[config.mk]
export PLATFORM = sky130hd
export DESIGN_NAME = usb_bit_recover
export DESIGN_NICKNAME = d
export VERILOG_FILES = /design/src/rtl/usbcdr_pkg.sv /design/src/rtl/usbcdr_sync.sv /design/src/rtl/usbcdr_phase.sv /design/src/rtl/usbcdr_slicer.sv /design/src/rtl/usb_bit_recover.sv
export SDC_FILE = /design/constraint.sdc
export NUM_CORES = 1
export LEC_CHECK = 0
export BUFFER_PORTS_ARGS = -buffer_cell sky130_fd_sc_hd__buf_2
export CORE_ASPECT_RATIO = 0.7
export CORE_UTILIZATION = 30
export CTS_CLUSTER_DIAMETER = 60
export CTS_CLUSTER_SIZE = 10
export DETAILED_ROUTE_END_ITERATION = 10
export GPL_TIMING_DRIVEN = 0
export PLACE_DENSITY_LB_ADDON = 0.05
export SETUP_SLACK_MARGIN = 0.15
export SYNTH_ARGS = -nofsm -noshare
export SYNTH_HDL_FRONTEND = slang
export SYNTH_SLANG_ARGS = --single-unit
[constraint.sdc]
create_clock -name clk -period 2.1 [get_ports clk]
set_input_delay 0 -clock clk [delete_from_list [all_inputs] [get_ports clk]]
set_output_delay 0 -clock clk [all_outputs]
set_load 0.03 [all_outputs]
[src/rtl/usbcdr_pkg.sv]
package usbcdr_pkg;
   // Line state encoding is {D+, D-}
   typedef enum logic [1:0] {
      LS_SE0 = 2'b00,
      LS_K   = 2'b01,
      LS_J   = 2'b10,
      LS_SE1 = 2'b11
   } line_t;
endpackage

[src/rtl/usbcdr_sync.sv]
module usbcdr_sync #(
   parameter int              STAGES  = 2,
   parameter int              W       = 2,
   parameter logic [W-1:0]    RST_VAL = '0
) (
   input  logic         clk,
   input  logic         rst_n,
   input  logic [W-1:0] d,
   output logic [W-1:0] q
);
   generate
      if (STAGES < 2) begin : g_bad_depth
         $error("usbcdr_sync: STAGES must be at least 2");
      end
   endgenerate

   logic [STAGES-1:0][W-1:0] pipe;

   always_ff @(posedge clk) begin
      if (!rst_n) pipe <= {STAGES{RST_VAL}};
      else        pipe <= {pipe[STAGES-2:0], d};
   end

   assign q = pipe[STAGES-1];
endmodule

[src/rtl/usbcdr_phase.sv]
module usbcdr_phase
   import usbcdr_pkg::*;
#(
   parameter int OS = 4
) (
   input  logic       clk,
   input  logic       rst_n,
   input  logic [1:0] line,
   output logic       strobe
);
   generate
      if (OS < 3) begin : g_bad_os
         $error("usbcdr_phase: OS must be at least 3");
      end
   endgenerate

   localparam int            CW   = $clog2(OS);
   localparam logic [CW-1:0] MID  = CW'(OS / 2);
   localparam logic [CW-1:0] LAST = CW'(OS - 1);

   logic [1:0]    prev;
   logic          locked;
   logic [CW-1:0] cnt, eff;
   logic          edge_seen;

   assign edge_seen = (line != prev);

   // Corrected slot for this cycle: full realign when unlocked,
   // otherwise a single slot toward zero.
   always_comb begin
      eff = cnt;
      if (edge_seen) begin
         if (!locked || cnt == '0 || cnt == LAST) eff = '0;
         else if (cnt <= MID)                     eff = cnt - 1'b1;
         else                                     eff = cnt + 1'b1;
      end
   end

   assign strobe = (locked || edge_seen) && (eff == MID);

   always_ff @(posedge clk) begin
      if (!rst_n) begin
         prev   <= LS_J;
         locked <= 1'b0;
         cnt    <= '0;
      end else begin
         prev <= line;
         if (edge_seen) locked <= 1'b1;
         cnt <= (eff == LAST) ? '0 : eff + 1'b1;
      end
   end

   AST_NO_SAMPLE_ON_EDGE: assert property (@(posedge clk) disable iff (!rst_n)
      edge_seen |-> !strobe);
   AST_NO_BIT_UNLOCKED: assert property (@(posedge clk) disable iff (!rst_n)
      (!locked && !edge_seen) |-> !strobe);
   AST_LOCK_STICKY: assert property (@(posedge clk) disable iff (!rst_n)
      locked |=> locked);
endmodule

[src/rtl/usbcdr_slicer.sv]
module usbcdr_slicer
   import usbcdr_pkg::*;
#(
   parameter int IDLE_BITS = 7
) (
   input  logic       clk,
   input  logic       rst_n,
   input  logic       strobe,
   input  logic [1:0] line,
   output logic       bit_valid,
   output logic [1:0] bit_state,
   output logic       bit_se0,
   output logic       line_idle
);
   generate
      if (IDLE_BITS < 1) begin : g_bad_idle
         $error("usbcdr_slicer: IDLE_BITS must be at least 1");
      end
   endgenerate

   localparam int            IW   = $clog2(IDLE_BITS + 1);
   localparam logic [IW-1:0] JMAX = IW'(IDLE_BITS);
   localparam logic [IW-1:0] JPRE = IW'(IDLE_BITS - 1);

   logic [IW-1:0] jrun;

   always_ff @(posedge clk) begin
      if (!rst_n) begin
         bit_valid <= 1'b0;
         bit_state <= LS_J;
         bit_se0   <= 1'b0;
         line_idle <= 1'b0;
         jrun      <= '0;
      end else begin
         bit_valid <= strobe;
         bit_se0   <= strobe && (line == LS_SE0);
         if (strobe) begin
            bit_state <= line;
            if (line == LS_J) begin
               jrun      <= (jrun == JMAX) ? jrun : jrun + 1'b1;
               line_idle <= (jrun >= JPRE);
            end else begin
               jrun      <= '0;
               line_idle <= 1'b0;
            end
         end
      end
   end

   AST_SE0_WITH_VALID: assert property (@(posedge clk) disable iff (!rst_n)
      bit_se0 |-> (bit_valid && bit_state == LS_SE0));
   AST_IDLE_RISE_ON_J: assert property (@(posedge clk) disable iff (!rst_n)
      $rose(line_idle) |-> (bit_valid && bit_state == LS_J));
   AST_IDLE_FALL_ON_NONJ: assert property (@(posedge clk) disable iff (!rst_n)
      $fell(line_idle) |-> (bit_valid && bit_state != LS_J));
endmodule

[src/rtl/usb_bit_recover.sv]
module usb_bit_recover
   import usbcdr_pkg::*;
#(
   parameter int OVERSAMPLE  = 4,
   parameter int SYNC_STAGES = 2,
   parameter int IDLE_BITS   = 7
) (
   input  logic       clk,
   input  logic       rst_n,
   input  logic       usb_dp,
   input  logic       usb_dm,
   output logic       bit_valid,
   output logic [1:0] bit_state,
   output logic       bit_se0,
   output logic       line_idle
);
   logic [1:0] line_sync;
   logic       strobe;

   usbcdr_sync #(
      .STAGES  (SYNC_STAGES),
      .W       (2),
      .RST_VAL (LS_J)
   ) u_sync (
      .clk   (clk),
      .rst_n (rst_n),
      .d     ({usb_dp, usb_dm}),
      .q     (line_sync)
   );

   usbcdr_phase #(
      .OS (OVERSAMPLE)
   ) u_phase (
      .clk    (clk),
      .rst_n  (rst_n),
      .line   (line_sync),
      .strobe (strobe)
   );

   usbcdr_slicer #(
      .IDLE_BITS (IDLE_BITS)
   ) u_slicer (
      .clk       (clk),
      .rst_n     (rst_n),
      .strobe    (strobe),
      .line      (line_sync),
      .bit_valid (bit_valid),
      .bit_state (bit_state),
      .bit_se0   (bit_se0),
      .line_idle (line_idle)
   );
endmodule

Word level (Yosys, flattened, before mapping). Cells that the tools add are included.

Add/sub/neg operators: 4. Magnitude comparators: 2. Bitwise gates (word level): 1. Multiplexer cells: 6. Reductions and logical operators: 10. Equal/unequal tests: 7.

Operators with widths (number): $eq A2 B2 Y1 const B (4); $mux W2 (3); $mux W3 (2); $add A2 B1 Y2 const B (2); $logic_not A2 Y1 (2); $add A3 B1 Y3 const B (1); $eq A3 B3 Y1 const B (1); $ge A3 B3 Y1 const B (1); $logic_or A1 B1 Y1 (3); $le A2 B2 Y1 const B (1); $logic_and A1 B1 Y1 (2); $ne A2 B2 Y1 (1); $ne A2 B2 Y1 const B (1); $reduce_and A2 Y1 (1); $reduce_or A2 Y1 (1); $sub A2 B1 Y2 const B (1); $logic_not A1 Y1 (1); $mux W1 (1); $not A1 Y1 (1).

Register bits: 17. Output and inout port bits: 5. Logic and storage cells: 40. Input port bits: 4.

Logic depth before layout (Yosys ltp). Gate-level depths: netlist (run 1).

Word-level depth: 8. Depth in mapped cells: 7. Mapped depth without buffers: 7.

Modules after synthesis. A second synthesis (run 1) with hierarchy kept.

Cell total of the unflattened synthesis: 68. Area, all modules: 737.0 um2.

Modules (own cells, without submodules): usbcdr_slicer (times used 1, area an instance 381.6 um2, cells each 35); usbcdr_phase (times used 1, area an instance 235.2 um2, cells each 23); usbcdr_sync (times used 1, area an instance 120.1 um2, cells each 10).

Least setup slack after synthesis (run 1). No wires, ideal clock.

Kind: flip-flop to flip-flop. Start: reg u_sync.pipe, in the netlist u_sync.q[1]. End: reg u_slicer.bit_state[1]. Slack: 302 ps. Buffers on the path: 0. Required time: 1979 ps. Arrival: 1677 ps. Cell stages (with the launch flop): 7. Library setup time: 121 ps. Cell sequence: dfxtp_1 xor2_2 or2_2 a21oi_1 ha_1 o31ai_4 mux2_4.

Cells in the longest elaborated chain, start to end: 4. Elaborated cells on any way between the ends: 5.

Ends and longest elaborated chain: start: declaration (line usbcdr_sync.sv:17) `logic [STAGES-1:0][W-1:0] pipe;`; start signal: assignment (line usbcdr_sync.sv:20) `if (!rst_n) pipe <= {STAGES{RST_VAL}};`; start signal: assignment (line usbcdr_sync.sv:21) `else pipe <= {pipe[STAGES-2:0], d};`; $ne A2 B2 Y1 (line usbcdr_phase.sv:26) `assign edge_seen = (line != prev);`; $mux W2 (line usbcdr_phase.sv:32) `if (edge_seen) begin`; $eq A2 B2 Y1 (line usbcdr_phase.sv:39) `assign strobe = (locked || edge_seen) && (eff == MID);`; $logic_and A1 B1 Y1 (line usbcdr_phase.sv:39); end signal: assignment (line usbcdr_slicer.sv:38) `bit_state <= line;`; end: declaration (line usbcdr_slicer.sv:11) `output logic [1:0] bit_state,`.

Several ways; a longest one is shown, not always the timed one. A chain may end at the register's enable or synchronous reset.

Final worst setup path (run 1).
Start: reg u_sync.pipe, in the netlist u_sync.q[0]. End: reg u_slicer.jrun[2].

Cells in the longest elaborated chain, start to end: 5. Elaborated cells on any way between the ends: 9.

Ends and longest elaborated chain: $ne A2 B2 Y1 (line usbcdr_phase.sv:26); $mux W2 (line usbcdr_phase.sv:32); $eq A2 B2 Y1 (line usbcdr_phase.sv:39); $logic_and A1 B1 Y1 (line usbcdr_phase.sv:39); $reduce_and A2 Y1 (no source line); end signal: assignment (line usbcdr_slicer.sv:40) `jrun <= (jrun == JMAX) ? jrun : jrun + 1'b1;`; end: declaration (line usbcdr_slicer.sv:25) `logic [IW-1:0] jrun;`.

Several ways; a longest one is shown, not always the timed one.

==> results of run 1 <==
-- synth_stat cells, types with 2 or more instances --
| master | number |
|---|---|
| clkbuf_1 | 2 |
| nand2b_1 | 5 |
| inv_1 | 3 |
| nor2_1 | 3 |
| nor2b_1 | 2 |
| and2_1 | 2 |
| dfxtp_1 | 17 |
| ha_1 | 4 |
| mux2i_1 | 2 |
| o22ai_1 | 3 |
| xor2_2 | 2 |
| nand2_1 | 9 |
-- cell type report --
type,count,area [µm²],share of cell area (%)
Timing Repair Buffer,9,55.1,6.29
Multi-Input combinational cell,46,393,44.9
Inverter,3,11.3,1.29
Clock buffer,4,26.3,3.00
Tap cell,32,40.0,4.57
Sequential cell,17,343,39.1
Buffer,2,7.51,0.857
-- routing by layer --
layer / part of all wire (%) / vias to the layer above / global-route usage, %
met3: 4.1 / 2 / 6.40
met2: 42 / 7 / 16.5
met5: 0 / - / 0
met4: 0.80 / 0 / 2.73
met1: 54 / 225 / 15.1
li1: - / 259 / -
-- worst max-delay path: stages, from the launching register on --
cell and delay (ns):
dfxtp_2 0.37, xor2_2 0.22, or2_4 0.29, a21oi_2 0.13, ha_2 0.23, nor2b_1 0.14
o311ai_1 0.15, o22ai_1 0.19
-- through the flow --
step                instances  util [%]  setup WS [ns]  area (µm²)
CTS                       113      38.5          0.227         857
detailed placement        107      36.2          0.107         805
finish                    113      39.4          0.302         876
floorplan                  68         -          0.302         729
global route              113      39.4          0.153         876
global placement          107      36.2         0.0984         805
-- flip-flops by register name (all words and copies together), names as in the netlist --
name / cells
u_slicer.line_idle: 1
u_phase.cnt: 2
u_slicer.bit_valid: 1
u_slicer.bit_se0: 1
u_phase.prev: 2
u_slicer.jrun: 3
u_sync.pipe: 2
u_phase.locked: 1
u_sync.q: 2
u_slicer.bit_state: 2
-- path summary, 6_finish.rpt --
check	from	end	slack [ns]	depth (start not counted)
worst min register to register	u_sync.pipe[1]	u_sync.q[1]	0.42	1
worst max-delay path	u_sync.q[0]	u_slicer.jrun[2]	0.30	7
worst min-delay path	rst_n	u_sync.q[1]	0.05	2
worst max register to register	u_sync.q[0]	u_slicer.jrun[2]	0.30	7
-- what timing repair did --
action	CTS	global route
gates resized for setup	3	4
pin swaps	0	2
setup buffers	0	0
hold buffers	2	0
hold endpoints to repair	2	0
setup endpoints to repair	4	4
-- cells by family (layout without fill, tap and decap cells) --
logic type	count (synthesis)	in the layout	synth area share, %
flops	17	17	46.7
fa+ha+maj	4	4	6.86
buf+inv	5	18	2.57
xor+xnor	2	2	4.46
mux	3	3	4.80
simple gates	27	27	20.1
compound gates	10	10	14.6
-- where the power goes --
group          internal (mW)  total (mW)  switching [mW]  leakage [nW]
combinational         0.0363      0.0773          0.0410         0.217
sequential             0.336       0.347          0.0111         0.139
clock                 0.0737       0.169          0.0952        0.0150
==> results.md, run 1 <==
* Status: completed
* Type of the worst min-delay path: input port to flop
* Leak at between 0.3 and 0.4 nW
* Synth top area share at between 40 and 50%
* Cell count after synthesis at 68
* Worst Setup End Kind: flop
* I/O Buffers at 7
* Ys async rst share at 0%
* Clock transition at path regs at about 0.090 ns
* I/O pin count at 9
* Sequential area share after synthesis at a little under half
* Most frequent cells in the layout: dfxtp_1, nand2_1, buf_2
* DP HPWL at around 900 µm
* Tmin final at between 1.5 and 2 ns
* FILL cells at 228
* Finish-stage setup viols at 0
* GPL Wtd Cong at 0.684
* GRT Util Overall at between 10 and 15%
* Cell Rows at 14
* 1st-iter DRT viols at 5
* CP arrival at between 2 and 2.5 ns
* Die Span X at just over 60 µm
* Synthesis-stage register bit count at 17
* Nets@finish at 90
* Fin crit share at between 80% and 90%
* Final Power at slightly below 600 µW
* WP data required at about 2.3 ns
* DIE HEIGHT at roughly 43 µm
* Synth unique cells at 26
* CP max FO at 5
* Num CTS Buffers at 3
* Synth Cell Area at ~730 µm²
* Area Growth Syn to Fin at 20.1%
* Final TNS setup at 0 ns
* CTS tree: yes
* CTS Root Buffer Type: clkbuf_4
* TritonCTS Sinks at 17
* Ys Warns at 0
* CP Launch Type: flop
* Ys flop type: dfxtp_1
* Vias at between 400 and 500
* Syn Area/Cell at approximately 11 µm²
* Starting Density at 32.8%
* Actual slew at the worst max-slew pin at around 0.44 ns
* Share of cells above drive strength 1 at approximately 27%
* CTS H-tree depth at 1
* Hold Slack at roughly 0.050 ns
* N_diodes at 0
* Worst Setup Path Type: flop to flop
* Number of synthesized flops with an enable pin at 0
* Cell accounting for the most synthesized area: dfxtp_1
* Vias in the first global route at slightly below 500
* Clock buffer depth at 2
* Routed vias/inst at around 4.4
* DRC at 0
* Synth area leaders: dfxtp_1, ha_1, nand2_1
* DR WL/cell at 11.1 µm
* Largest net degree at the start of global routing at 11
* DIE AREA at between 2000 and 3000 µm²
* Final ANT Viol Nets at 0
* First-pass GRT wire length at 2.13 mm
* Gr ovfl total at 0
* VDD IR-drop max at around 0.44 mV
* Final WL at 1.25 mm
* Syn_nets at 76
* PwrDens at 677 nW/µm²
* Worst Skew at about 0.0032 ns
* Worst skew pair latency at about 0.28 ns
* Slew Limit Fails at 0
* 1st-pass router iterations at 4
* Max-slew headroom at a little over two thirds
* RSZ-0062 raised after global routing: false
* Initial antenna violation count at 0
* Commonest non-fill, non-tap cell in the layout: dfxtp_1
* Core Area at between 2000 and 2500 µm²
* Final hold vios at 0
* Max Cap Viol at 0
* FMAX at 556 MHz
(Power assumes the default switching activity.)
==> run 2, diff against run 1 <==
--- a/config.mk
+++ b/config.mk
@@ -7,6 +7,7 @@
 export LEC_CHECK = 0
 export BUFFER_PORTS_ARGS = -buffer_cell sky130_fd_sc_hd__buf_2
 export CORE_ASPECT_RATIO = 0.7
+export CORE_MARGIN = 2
 export CORE_UTILIZATION = 30
 export CTS_CLUSTER_DIAMETER = 60
 export CTS_CLUSTER_SIZE = 10
==> results.md, run 2 (same netlist as run 1, synthesis figures left out) <==
* Status: completed
* I/O Buffers at 7
* Critical path origin: u_sync.q[1]
* Share of cells above drive strength 1 at about 28%
* Die Span X at 62.9 µm
* CP arrival at roughly 2.1 ns
* Most frequent cells in the layout: dfxtp_1, nand2_1, buf_2
* DP Area at ~800 µm²
* N_diodes at 0
* First-pass GRT wire length at roughly 2.2 mm
* Worst R2R Path Depth at 7
* CTS tree: yes
* Worst skew pair latency at around 0.28 ns
* VDD IR-drop max at around 0.32 mV
* Routed vias/inst at 4.41
* Vias in the first global route at approximately 460
* 1st-iter DRT viols at 6
* Worst r2r src: u_sync.q[1]
* Commonest non-fill, non-tap cell in the layout: dfxtp_1
* Final Power at approximately 600 µW
* Max reg flops at 3
* PwrDens at ~670 nW/µm²
* Fin crit share at between 80% and 90%
* Max Cap Viol at 0
* CTS Root Buffer Type: clkbuf_4
* CTS H-tree depth at 1
* TritonCTS Sinks at 17
* RSZ-0062 raised after global routing: false
* Worst Skew at 0.00119 ns
* Worst Setup Path Type: flop to flop
* Starting Density at approximately 33%
* I/O pin count at 9
* WP data required at 2.32 ns
* GRT Util Overall at roughly 10%
* DP HPWL at between 800 and 900 µm
* FMAX at ~540 MHz
* Max-slew headroom at 72.9%
* Core Area at ~2200 µm²
* Clock buffer depth at 2
* CP Launch Type: flop
* Slowest stage cell, crit path: dfxtp_2
* FF+latch area at ~340 µm²
* Setup slack, reg-to-reg at roughly 0.25 ns
* Largest net degree at the start of global routing at 11
* DIE HEIGHT at around 45 µm
* Final hold vios at 0
* Post-route cell area at 895 µm²
* Slew Limit Fails at 0
* Hold Slack at roughly 0.043 ns
* FILL cells at approximately 240
* GPL Wtd Cong at ~0.7
* Finish-stage setup viols at 0
* Leak at ~0.37 nW
* Final WL at between 1 and 1.5 mm
* Actual slew at the worst max-slew pin at about 0.4 ns
* R2R Path End: u_slicer.jrun[2]
* Type of the worst min-delay path: input port to flop
* 1st-pass router iterations at 2
* DIE AREA at 2850 µm²
* Final TNS setup at 0 ns
* Tmin final at around 1.8 ns
* Worst Setup End Kind: flop
* Top reg by flops: u_slicer.jrun
* Multi-input logic area at about 410 µm²
* Area Growth Syn to Fin at 22.6%
* Gr ovfl total at 0
* Crit-path cells: xor2_4 -> or2_4 -> a21oi_2 -> ha_2 -> nor2b_1 -> o311ai_2 -> o22ai_1
* CP endpoint: u_slicer.jrun[2]
* Clock transition at path regs at ~0.090 ns
* Nets@finish at 90
* CP max FO at 5
* Final ANT Viol Nets at 0
* DRC at 0
* Vias at ~500
* Critical Path Max Stage Delay at about 0.37 ns
* Initial antenna violation count at 0
* DR WL/cell at between 10 and 15 µm
* Num CTS Buffers at 3
* Cell Rows at 14
-- run 2: repair_timing --
action,CTS,global route
gates resized for setup,3,6
hold buffers,2,0
buffers inserted,0,0
pin swaps,0,1
setup endpoints to repair,4,4
endpoints found under the hold margin,2,0
-- run 2: layer usage --
layer / global-route usage (%) / up-vias / wire (µm)
li1: - / 260 / -
met1: 13.8 / 229 / 672
met2: 14.0 / 9 / 534
met3: 4.49 / 0 / 59
met4: 4.00 / 0 / 0
met5: 0 / - / 0
-- run 2: area by class of cell --
class	count	area share, %
well taps	32	4.48
inverters	3	1.26
plain buffers	2	0.839
flip-flops and latches	17	38.3
multi-input cells	46	46.0
repair buffers	9	6.15
clock buffers	4	2.94
-- run 2: how the worst min path moves through the flow --
stage / from / end / slack [ns] / cells after the start
2_1_floorplan: usb_dp / u_sync.pipe[1] / 0.10 / 1
3_3_place_gp: usb_dp / u_sync.pipe[1] / 0.18 / 2
3_5_place_dp: usb_dp / u_sync.pipe[1] / 0.19 / 2
4_1_cts: rst_n / u_sync.q[1] / 0.04 / 2
5_1_grt: rst_n / u_sync.pipe[1] / 0.06 / 2
6_report: rst_n / u_sync.q[1] / 0.04 / 2
-- run 2: power by group --
part | internal [mW] | switching, mW
clock | 0.0738 | 0.0976
sequential | 0.336 | 0.0126
combinational | 0.0375 | 0.0424
total | 0.447 | 0.153
-- run 2: through the flow --
stage | cells | worst slack (ns) | utilization (%)
2_1_floorplan | 68 | 0.302 | -
3_3_place_gp | 107 | 0.100 | 36.2
5_1_grt | 113 | 0.160 | 40.2
6_report | 113 | 0.251 | 40.2
3_5_place_dp | 107 | 0.104 | 36.2
4_1_cts | 113 | 0.209 | 38.5
-- run 2: worst max-delay path: cells and delay by family, from the launching register on --
family          cells  cell delay [ns]
xor+xnor            1             0.22
flops               1             0.37
compound gates      3             0.48
fa+ha+maj           1             0.23
simple gates        2             0.48
